File: config.mk
export PLATFORM = sky130hd
export DESIGN_NAME = fsr_status_port
export DESIGN_NICKNAME = d
export VERILOG_FILES = /design/src/rtl/fsr_status_port.sv
export SDC_FILE = /design/constraint.sdc
export NUM_CORES = 1
export LEC_CHECK = 0
export BUFFER_PORTS_ARGS = -buffer_cell sky130_fd_sc_hd__buf_4
export CORE_AREA = 2 2 39 41
export DETAILED_ROUTE_END_ITERATION = 10
export DIE_AREA = 0 0 41 43
export SETUP_SLACK_MARGIN = 0.4
export SYNTH_ARGS = -nofsm -noshare
export SYNTH_HDL_FRONTEND = slang
export SYNTH_SLANG_ARGS = --single-unit
export TNS_END_PERCENT = 50
File: constraint.sdc
create_clock -name clk -period 0.95 [get_ports clk]
set_input_delay 0.0475 -clock clk [delete_from_list [all_inputs] [get_ports clk]]
set_output_delay 0.0475 -clock clk [all_outputs]
set_load 0.02 [all_outputs]
File: src/rtl/fsr_status_port.sv
module fsr_status_port #(
  parameter int CMD_W = 8,
  parameter logic [CMD_W-1:0] STATUS_CMD = 8'h70
) (
  input  logic             clk,
  input  logic             rst_n,
  input  logic             cmd_we,
  input  logic [CMD_W-1:0] cmd_byte,
  input  logic             ce_n,
  input  logic             re_n,
  input  logic             rdy_live,
  input  logic             wp_n_lvl,
  input  logic             cache_mode,
  input  logic             core_busy,
  input  logic             op_done,
  input  logic             op_fail,
  output logic [7:0]       io_out,
  output logic             io_oe
);

  logic stat_mode;
  logic res_cur, res_prev;
  logic [7:0] stat_byte;

  always_ff @(posedge clk) begin
    if (!rst_n) begin
      stat_mode <= 1'b0;
    end else if (cmd_we) begin
      stat_mode <= (cmd_byte == STATUS_CMD);
    end
  end

  always_ff @(posedge clk) begin
    if (!rst_n) begin
      res_cur  <= 1'b0;
      res_prev <= 1'b0;
    end else if (op_done) begin
      res_prev <= res_cur;
      res_cur  <= op_fail;
    end
  end

  assign stat_byte = {wp_n_lvl,
                      rdy_live,
                      cache_mode & ~core_busy,
                      3'b000,
                      cache_mode & res_prev,
                      res_cur};

  assign io_oe  = stat_mode & ~ce_n & ~re_n;
  assign io_out = io_oe ? stat_byte : 8'h00;

endmodule

### Word-level counts from Yosys, hierarchy flattened

Index checks and enable logic that the tools add are counted.

| storage, ports and cells | value |
|---|---|
| input bits | 19 |
| register bits | 3 |
| output and inout port bits | 9 |

| cells by class | value |
|---|---|
| muxes and demuxes | 1 |
| eq/ne operators | 1 |
| bitwise operators | 7 |

Operators by type and width:

| kind | number |
|---|---|
| $eq 8x7->1 const B | 1 |
| $mux 8 | 1 |
| $and 1x1->1 | 4 |
| $not 1->1 | 3 |

### Logic depth before layout (Yosys ltp)

Gate-level depths: netlist of the first run.

| logic depth | value |
|---|---|
| word-level depth | 4 |
| mapped depth | 2 |
| gate-level depth less buffers | 2 |

### Worst setup path before layout of the first run

No wires, ideal clock.

| path | value |
|---|---|
| path kind | register -> output |
| start | register stat_mode |
| end | output port io_out[5] |
| data arrival time | 1062 ps |
| path slack | -159 ps |
| cell stages (with the launch flop) | 3 |
| data required time | 902 ps |
| buffers on the path | 0 |
| cell sequence | dfxtp_1 > nor3b_2 > and3b_1 |

| between the ends | value |
|---|---|
| word-level cells in the longest chain between the ends | 3 |

Ends and longest elaborated chain:

| element | line | text |
|---|---|---|
| start, declared | 21 | `logic stat_mode;` |
| start signal, assigned | 29 | `stat_mode <= (cmd_byte == STATUS_CMD);` |
| $and 1x1->1 (2 in a row) | 50 | `assign io_oe = stat_mode & ~ce_n & ~re_n;` |
| net io_oe | 18 | `output logic io_oe` |
| $mux 8 | 51 | `assign io_out = io_oe ? stat_byte : 8'h00;` |
| end, declared | 17 | `output logic [7:0] io_out,` |

The timed path passes the listed nets, and every way through them passes these cells.

### Worst setup path in the final report of the first run

| path | value |
|---|---|
| start | register stat_mode |
| end | output port io_out[5] |

| between the ends | value |
|---|---|
| word-level cells in the longest chain between the ends | 3 |

Ends and longest elaborated chain:

| element | line |
|---|---|
| $and 1x1->1 (2 in a row) | 50 |
| $mux 8 | 51 |

No other way between the ends.

==> key figures, run 1 <==
Global route
  • Initial antenna violation count: 0
  • Total grt overflow: 0
  • GRT Total Usage: 6.820%
  • First-pass GRT wire length: 765 µm
  • Vias in the first global route: 228
  • Largest net degree at the start of global routing: 7

Min path
  • Hold EP: res_cur
  • Worst hold path depth: 2
  • Hold WC Path Type: primary input to register
  • Hold Crit Start: rst_n

CTS
  • Clk sinks: 3
  • Number of CTS-inserted buffers: 3
  • Root Buffer: clkbuf_4
  • Clk_lat worst skew: 0.23 ns
  • CTS tree: yes
  • Clk pin slew, worst setup/hold paths: 0.03 ns
  • H-tree levels: 1
  • Deepest clock path buffer count: 2
  • Hold_buf cts: 0

Final layout
  • Nets@finish: 70
  • Layout area overhead: 122.2%
  • Area occupied by multi-input gates: 148.9 µm²
  • Ant. Diodes: 0
  • Most common cell after layout, fill and taps aside: buf_4
  • Sequential cell area: 62.56 µm²
  • Fin cells: 66
  • Most frequent cells in the layout: 20 x buf_4, 5 x buf_6, 3 x conb_1, 3 x clkbuf_4
  • Final-layout fill cell count: 152
  • Layout cells sized above 1: 74.00%

Power and ir drop
  • PnR Total Power: 446.5 µW
  • Pwr/cell area: 961.8 mW/mm²
  • Static leakage: 0.2318 nW
  • Max IR drop VDD: 0.8530 mV

Placed design
  • Cells after DPL: 61
  • RePlAce Congestion: 0.6227
  • I/O Buffers: 24

Synthesis
  • Mux contribution to synthesized area: 9.581%
  • Cell area after synthesis: 209.0 µm²
  • Avg Cell Area, Syn: 9.498 µm²
  • Post-synth EDFFs: 0
  • Largest family of logic cells by synthesized area: simple AND/OR/NAND/NOR gates
  • Compound-Gate Fraction of Synth Area: 5.988%
  • Post-synthesis sequential area ratio: 28.74%
  • Synth Warn #: 0
  • Adder-cell share of the synthesized area: 0%
  • Ys flop type: dfxtp_1
  • XOR/XNOR share of the synthesized area: 0%
  • Fraction of the mapped netlist area in simple logic gates: 43.11%
  • Post-synth ARST share: 0%
  • Seq cells post-synth: 3
  • Syn Inst Count: 22
  • Synth cell types: 14

STA
  • Crit share post-route: 124.7%
  • Final Hold Fails: 0
  • Slack of the critical path: -0.2348 ns
  • Unrepaired setup endpoints after global routing: true
  • Slew Limit Fails: 0
  • Final min period: 1.185 ns
  • Worst Skew: 0.001837 ns
  • Final setup viols: 6
  • Max Freq: 844.0 MHz

Route
  • DRC: 0
  • WL final: 546 µm
  • Wire per inst: 8.273 µm
  • Starting DRT DRC Count: 1
  • Detailed-route via count: 258
  • Drt pass-1 iters: 2
  • Antenna-violating nets left: 0
  • Vias per inst: 3.909

Die
  • Chip Width: 41 µm
  • Initial core utilization: 15.10%
  • Core area: 0.001384 mm²
  • # rows: 14
  • Ports: 28
  • Die Height: 43 µm
  • Die area: 0.001763 mm²

Critical path
  • R2R Setup Slk: 0.35 ns
  • Crit Path Class: register to primary output
  • Arr. time, crit path: 1.14 ns
  • Reg-to-Reg End: res_prev
  • CP startpoint kind: register
  • Critical path cell sequence: nor3b_4, and3b_2, buf_6
  • WP data required: 0.90 ns
  • Critical path endpoint category: primary output
  • Crit-path slowest cell: dfxtp_2
  • FF-to-FF Start: res_cur
  • Slowest stage delay, CP: 0.31 ns
  • R2R depth: 2
  • CP max FO: 6

Run
  • Max-cap violation count: 0

Outcome
  • Outcome: finished, violations left
  • Failing checks: setup timing
## what timing repair did
item                       4_1_cts  5_1_grt
setup endpoints to repair        9        9
pin swaps                        4        3
resized for setup                5        1
setup buffers                    1        0
## layout make-up
class                           instances  area share [%]
Multi-Input combinational cell         18           32.08
Sequential cell                         3           13.48
Tap cell                               16           4.313
Clock buffer                            4           5.660
Timing Repair Buffer                   25           44.47
## report_power, final
part           switching [mW]  total, mW  internal, mW
Clock                  0.0666      0.224         0.157
Combinational          0.0300     0.0889        0.0590
Sequential            0.00217      0.133         0.131
Total                  0.0988      0.446         0.348
## registers in the layout, summed over array words and instances, names as in the netlist
signal     cells
res_cur        1
res_prev       1
stat_mode      1
## per-stage QoR
stage	hold WS [ns]	instance area, µm²	util, %	TNS [ns]	setup slack (ns)
floorplan	0.1387	232.7	-	-0.1133	-0.04152
global placement	0.2895	410.4	29.66	-0.07029	-0.02927
detailed placement	0.2981	410.4	29.66	-0.08105	-0.03552
CTS	0.05678	460.4	33.27	-1.380	-0.2646
global route	0.05788	464.2	33.54	-1.650	-0.3107
finish	0.06066	464.2	33.54	-1.220	-0.2348
## how the worst max path moves through the flow
stage	start	depth (start not counted)	slack (ns)	to
final	stat_mode	3	-0.23	io_out[5]
after global routing	stat_mode	3	-0.31	io_out[5]
after CTS	stat_mode	3	-0.26	io_out[5]
after detailed placement	cmd_byte[1]	3	-0.04	stat_mode
after global placement	stat_mode	3	-0.03	io_out[5]
after floorplan	stat_mode	2	-0.04	io_out[5]
## cell families (layout without fill, tap and decap cells)
kind of cell | Yosys count | in the layout
other | 1 | 3
multiplexers | 2 | 2
buffers and inverters | 3 | 29
flip-flops | 3 | 3
AO/OA/AOI/OAI | 1 | 1
AND/OR/NAND/NOR | 12 | 12
## per-layer routing
metal	vias up	global-route usage, %	share of wire [%]
met4	0	2.000	0
met1	116	5.128	28
met5	-	0	0
li1	126	-	-
met2	16	11.56	57
met3	0	6.283	15
## synth_stat cells, drive strengths merged, types with 2 or more instances
| cell type | number | share of area, % |
|---|---|---|
| and2 | 3 | 9.0 |
| buf | 3 | 11 |
| nor2b | 2 | 6.0 |
| mux2i | 2 | 9.6 |
| dfxtp | 3 | 29 |
## worst max-delay path, delay by kind of cell, from the launching register on
| family | cells | cell delay [ns] |
|---|---|---|
| buffers and inverters | 1 | 0.11 |
| DFF | 1 | 0.31 |
| and+or+nand+nor | 2 | 0.48 |
Power figures use the tool's default switching activity.
==> run 2: changes to the inputs <==
PLACE_DENSITY_LB_ADDON = 0.12   (was unset)
==> run 2 against run 1 <==
Effect of this change: the run still ends with setup timing left; critical path type unchanged; global-route usage is 2.6 points higher; sequential power hardly changed; utilization is 0.54 points higher; clock skew hardly changed; critical endpoint unchanged; design area is 1.6% higher; flip-flop and latch count stayed put; largest cell class unchanged; combinational power is 2.7% higher; wire length is 20% higher.
==> key figures, run 2 (synthesis gave the netlist of run 1 again) <==
Outcome
  • Outcome: finished, violations left
  • Failing checks: setup timing

Critical path
  • Critical path endpoint category: primary output
  • WP data required: 0.90 ns (about the same)
  • Reg-to-Reg End: res_cur
  • CP startpoint kind: register
  • Crit Path Class: register to primary output
  • R2R depth: 2 (unchanged)
  • Setup crit end: io_out[5]
  • Setup crit start: stat_mode
  • R2R Setup Slk: 0.33 ns (-0.02 ns)
  • CP max FO: 6 (unchanged)
  • FF-to-FF Start: res_cur
  • Arr. time, crit path: 1.13 ns (about the same)

STA
  • Setup TNS: -1.207 ns (+0.01213 ns)
  • Final Hold Slack: 0.06325 ns (+0.002592 ns)
  • Worst Skew: 0.001723 ns (-0.0001133 ns)
  • Max Freq: 848.5 MHz (+0.53%)
  • Unrepaired setup endpoints after global routing: true
  • Final setup viols: 6 (unchanged)
  • Slack of the critical path: -0.2286 ns (+0.006194 ns)
  • Final Hold Fails: 0 (unchanged)
  • Slew Limit Fails: 0 (unchanged)
  • Crit share post-route: 124.1% (-0.65 points)
  • Final min period: 1.179 ns (-0.006194 ns)

Final layout
  • Layout area overhead: 125.7%
  • Layout cells sized above 1: 74.00% (unchanged)
  • Most common cell after layout, fill and taps aside: buf_4
  • Most frequent cells in the layout: 18 x buf_4, 7 x buf_6, 3 x conb_1, 3 x clkbuf_4
  • Largest regs: res_cur x1, res_prev x1, stat_mode x1
  • Nets@finish: 70 (unchanged)
  • Post-route cell area: 471.7 µm² (+1.6%)
  • Ant. Diodes: 0 (unchanged)

CTS
  • Deepest clock path buffer count: 2 (unchanged)
  • Clk pin slew, worst setup/hold paths: 0.04 ns (about the same)
  • Root Buffer: clkbuf_4
  • Number of CTS-inserted buffers: 3 (unchanged)
  • Clk_lat worst skew: 0.23 ns (about the same)
  • CTS tree: yes
  • H-tree levels: 1 (unchanged)
  • Clk sinks: 3 (unchanged)
  • Hold_buf cts: 0 (unchanged)

Global route
  • Largest net degree at the start of global routing: 7 (unchanged)
  • Initial antenna violation count: 0 (unchanged)
  • GRT Total Usage: 9.419% (+2.6 points)
  • Vias in the first global route: 283 (+24%)
  • First-pass GRT wire length: 1.028 mm (+34%)
  • Total grt overflow: 0 (unchanged)

Die
  • # rows: 14 (unchanged)
  • Initial core utilization: 15.10% (unchanged)
  • Die Height: 43 µm (unchanged)
  • Chip Width: 41 µm (unchanged)
  • Core area: 0.001384 mm² (unchanged)
  • Ports: 28 (unchanged)
  • Die area: 0.001763 mm² (unchanged)

Power and ir drop
  • Static leakage: 0.2338 nW (+0.84%)
  • Pwr/cell area: 948.9 mW/mm² (-1.3%)
  • Max IR drop VDD: 0.5423 mV (-36%)
  • PnR Total Power: 447.6 µW (+0.26%)

Route
  • Drt pass-1 iters: 2 (unchanged)
  • Antenna-violating nets left: 0 (unchanged)
  • Vias per inst: 3.939 (+0.78%)
  • Wire per inst: 9.909 µm (+20%)
  • DRC: 0 (unchanged)
  • WL final: 654 µm (+20%)
  • Starting DRT DRC Count: 1 (unchanged)
  • Detailed-route via count: 260 (+0.78%)

Min path
  • Hold WC Path Type: primary input to register

Placed design
  • Area of placed instances: 410.4 µm² (unchanged)
  • Final HPWL DP: 518 µm
  • RePlAce Congestion: 0.5597 (-10%)
  • I/O Buffers: 24 (unchanged)

Run
  • Max-cap violation count: 0 (unchanged)
==> run 2: changes by cell type in the layout (fill, tap and decap cells not counted) <==
cell	before	now
buf_6	5	7
buf_4	20	18
==> run 2: repair_timing <==
item                                    4_1_cts  5_1_grt
resized for setup                             7        1
pin swaps                                     4        2
buffers inserted                              1        0
endpoints found under the setup margin        9        9
==> run 2: critical path: stages, from the launching register on <==
cell and delay [ns]:
dfxtp_2 0.32, nor3b_4 0.25, and3b_2 0.22, buf_6 0.11
==> run 2: layer usage <==
metal | vias to the layer above | track usage, % | share of wire [%]
li1 | 128 | - | -
met1 | 114 | 6.390 | 28
met2 | 18 | 16.56 | 59
met3 | 0 | 6.283 | 13
met4 | 0 | 6.000 | 0
met5 | - | 0 | 0
==> run 2: area by class of cell <==
| class | count | area, µm² |
|---|---|---|
| fill | 154 | 912.1 |
| timing repair buffer | 25 | 214.0 |
| sequential | 3 | 62.56 |
| clock buffer | 4 | 26.28 |
| tap | 16 | 20.02 |
| multi-input combinational | 18 | 148.9 |
==> run 2: worst min-delay path by stage <==
stage	slack [ns]	cells past startpoint	start	end
3_5_place_dp	0.30	2	rst_n	res_cur
4_1_cts	0.06	2	rst_n	res_cur
3_3_place_gp	0.29	2	rst_n	res_prev
6_report	0.06	2	rst_n	res_cur
2_1_floorplan	0.14	1	re_n	io_oe
5_1_grt	0.06	3	cmd_byte[2]	stat_mode
==> run 2: per-stage QoR <==
| step | instances | utilization, % | setup slack, ns |
|---|---|---|---|
| 3_5_place_dp | 61 | 29.66 | -0.02486 |
| 2_1_floorplan | 24 | - | -0.04152 |
| 5_1_grt | 66 | 34.09 | -0.3049 |
| 4_1_cts | 66 | 33.82 | -0.2428 |
| 6_report | 66 | 34.09 | -0.2286 |
| 3_3_place_gp | 61 | 29.66 | -0.008841 |
==> run 2: where the power goes <==
| group | leakage, nW | switching, mW | total (mW) | internal [mW] |
|---|---|---|---|---|
| clock | 0.0150 | 0.0651 | 0.223 | 0.157 |
| combinational | 0.193 | 0.0310 | 0.0913 | 0.0603 |
| sequential | 0.0253 | 0.00257 | 0.134 | 0.131 |
==> run 3: changes to the inputs <==
ABC_AREA = 1   (was unset)
==> run 3 against run 2 <==
Effect of this change: the run ends with hold timing, setup timing left; fmax rose by 5.6%; clock skew is 0.00074 ns lower; sequential power increased by 5%; hold slack worse by 0.071 ns; via count is 15% higher; total power increased by 6.5%; combinational power rose by 26%; utilization increased by 0.090 points; design area is 0.27% higher; critical path type unchanged; largest cell class unchanged.
==> key figures, run 3 <==
Min path
  • Hold WC Path Type: primary input to register
  • Worst hold path depth: 2 (unchanged)
  • Hold Crit Start: cmd_we
  • Hold EP: stat_mode

Synthesis
  • Share of the synthesized area in the top cell type: 25.95% (-2.8 points)
  • Ys flop type: dfxtp_1
  • Ranking of synthesized cells by area: dfxtp_1 26%, inv_1 18%, buf_4 9.7%
  • Post-synth EDFFs: 0 (unchanged)
  • Cell area after synthesis: 231.5 µm² (+11%)
  • Post-synth ARST share: 0% (unchanged)
  • Top post-synthesis cells by count: 11 x inv_1, 6 x nand2_1, 6 x nor2_1
  • Syn Inst Count: 41 (+86%)
  • Synth Warn #: 0 (unchanged)
  • Post-synthesis sequential area ratio: 25.95% (-2.8 points)
  • Synth cell types: 11 (-3)
  • Avg Cell Area, Syn: 5.646 µm² (-41%)
  • Top-count cell post-synth: inv_1
  • Leading area contributor after synthesis: dfxtp_1
  • Seq cells post-synth: 3 (unchanged)

Placed design
  • RePlAce Congestion: 0.6186 (+11%)
  • Final HPWL DP: 471.7 µm (-8.9%)
  • Pre-CTS WS: 0.04312 ns (+0.06798 ns)
  • I/O Buffers: 24 (unchanged)

Route
  • Wire per inst: 6.560 µm (-34%)
  • Vias per inst: 3.571 (-9.3%)
  • Antenna-violating nets left: 0 (unchanged)
  • Detailed-route via count: 300 (+15%)
  • DRC: 0 (unchanged)
  • Starting DRT DRC Count: 0 (-1)
  • Drt pass-1 iters: 1 (-1)
  • WL final: 551 µm (-16%)

Die
  • Core area: 0.001384 mm² (unchanged)
  • Die Height: 43 µm (unchanged)
  • Ports: 28 (unchanged)
  • Initial core utilization: 16.73% (+1.6 points)
  • Die area: 0.001763 mm² (unchanged)
  • Chip Width: 41 µm (unchanged)
  • # rows: 14 (unchanged)

CTS
  • Root Buffer: clkbuf_4
  • Setup Buffers After CTS: 0 (-1)
  • Clk pin slew, worst setup/hold paths: 0.03 ns (about the same)
  • Clk sinks: 3 (unchanged)
  • H-tree levels: 1 (unchanged)
  • Clk_lat worst skew: 0.23 ns (about the same)
  • Number of CTS-inserted buffers: 3 (unchanged)
  • Deepest clock path buffer count: 2 (unchanged)
  • CTS tree: yes

Power and ir drop
  • PnR Total Power: 476.5 µW (+6.5%)
  • Pwr/cell area: 1008 mW/mm² (+6.2%)
  • Max IR drop VDD: 0.7785 mV (+44%)
  • Static leakage: 0.2647 nW (+13%)

Critical path
  • WP data required: 0.90 ns (about the same)
  • CP startpoint kind: register
  • FF-to-FF Start: stat_mode
  • Arr. time, crit path: 1.07 ns (-0.06 ns)
  • Crit Path Class: register to primary output
  • Reg-to-Reg End: stat_mode
  • CP max FO: 5 (-1)
  • R2R Setup Slk: 0.32 ns (about the same)
  • R2R depth: 2 (unchanged)
  • Critical path endpoint category: primary output

STA
  • Final Hold Slack: -0.007786 ns (-0.07104 ns)
  • Final Hold Fails: 1 (+1)
  • Final setup viols: 6 (unchanged)
  • Setup TNS: -0.6415 ns (+0.5658 ns)
  • Worst Skew: 0.0009818 ns (-0.0007415 ns)
  • Slack of the critical path: -0.1661 ns (+0.06252 ns)
  • Unrepaired setup endpoints after global routing: true
  • Slew Limit Fails: 0 (unchanged)
  • Max Freq: 896.0 MHz (+5.6%)
  • Crit share post-route: 117.5% (-6.6 points)
  • Final min period: 1.116 ns (-0.06252 ns)

Final layout
  • Layout area overhead: 104.3%
  • Final core occ: 34.18% (+0.090 points)
  • Layout cells sized above 1: 58.82% (-15 points)
  • Nets@finish: 88 (+26%)
  • Most frequent cells in the layout: 23 x buf_4, 10 x inv_1, 6 x nand2_1, 6 x nor2_1
  • Most common cell after layout, fill and taps aside: buf_4
  • Largest regs: res_cur x1, res_prev x1, stat_mode x1
  • Ant. Diodes: 0 (unchanged)

Global route
  • Initial antenna violation count: 0 (unchanged)
  • Total grt overflow: 0 (unchanged)
  • Largest net degree at the start of global routing: 6 (-1)
  • GRT Total Usage: 7.623% (-1.8 points)
  • Vias in the first global route: 237 (-16%)
  • First-pass GRT wire length: 828 µm (-19%)

Outcome
  • Failing checks: hold timing, setup timing
  • Outcome: finished, violations left

Run
  • Max-cap violation count: 0 (unchanged)
## run 3: area by class of cell
cell class / count / area, µm²
inverters: 12 / 47.55
clock buffers: 4 / 26.28
fillers: 174 / 910.9
flip-flops and latches: 3 / 63.81
well taps: 16 / 20.02
repair buffers: 24 / 183.9
multi-input cells: 25 / 131.4
## run 3: worst max path at each step
stage | start | to | slack (ns) | cells after the start
2_1_floorplan | stat_mode | io_out[0] | 0.09 | 4
3_3_place_gp | stat_mode | io_out[5] | 0.04 | 7
3_5_place_dp | stat_mode | io_out[5] | 0.04 | 7
4_1_cts | stat_mode | io_out[5] | -0.20 | 7
5_1_grt | stat_mode | io_out[5] | -0.26 | 7
6_report | stat_mode | io_out[5] | -0.17 | 7
## run 3: kinds of logic (layout without fill, tap and decap cells)
group / after synthesis / in the layout / synth area share, %
AND/OR/NAND/NOR: 16 / 16 / 30.27
buffers and inverters: 15 / 40 / 29.19
AO/OA/AOI/OAI: 6 / 6 / 12.97
flip-flops: 3 / 3 / 25.95
other: 1 / 3 / 1.620
## run 3: timing repair
item                                    CTS  global route
endpoints found under the setup margin    9             9
gates resized for setup                   7             4
endpoints found under the hold margin     1             0
pin swaps                                 4             4
## run 3: metal layers
metal  GRT usage [%]  vias up  routed length [µm]
met5               0        -                   0
met4           6.000        0                   0
met3           6.806        0                 112
met2           10.00       20                 248
met1           7.051      117                 190
li1                -      163                   -
## run 3: where the power goes
group          total (mW)  switching (mW)  internal [mW]
logic               0.115          0.0499         0.0647
registers           0.141         0.00473          0.136
clock network       0.221          0.0638          0.157
## run 3: worst max-delay path, cell delays in order, from the launching register on
cell	delay [ns]
dfxtp_2	0.32
inv_2	0.03
nor2_2	0.08
nand2_2	0.10
inv_4	0.07
nand2_2	0.05
nor2_4	0.07
buf_6	0.11
## run 3: per-stage QoR
stage                     cell area [µm²]  cells
after floorplan                     246.5     43
after global placement              424.2     80
after detailed placement            424.2     80
after CTS                           457.9     84
after global routing                473.0     84
final                               473.0     84
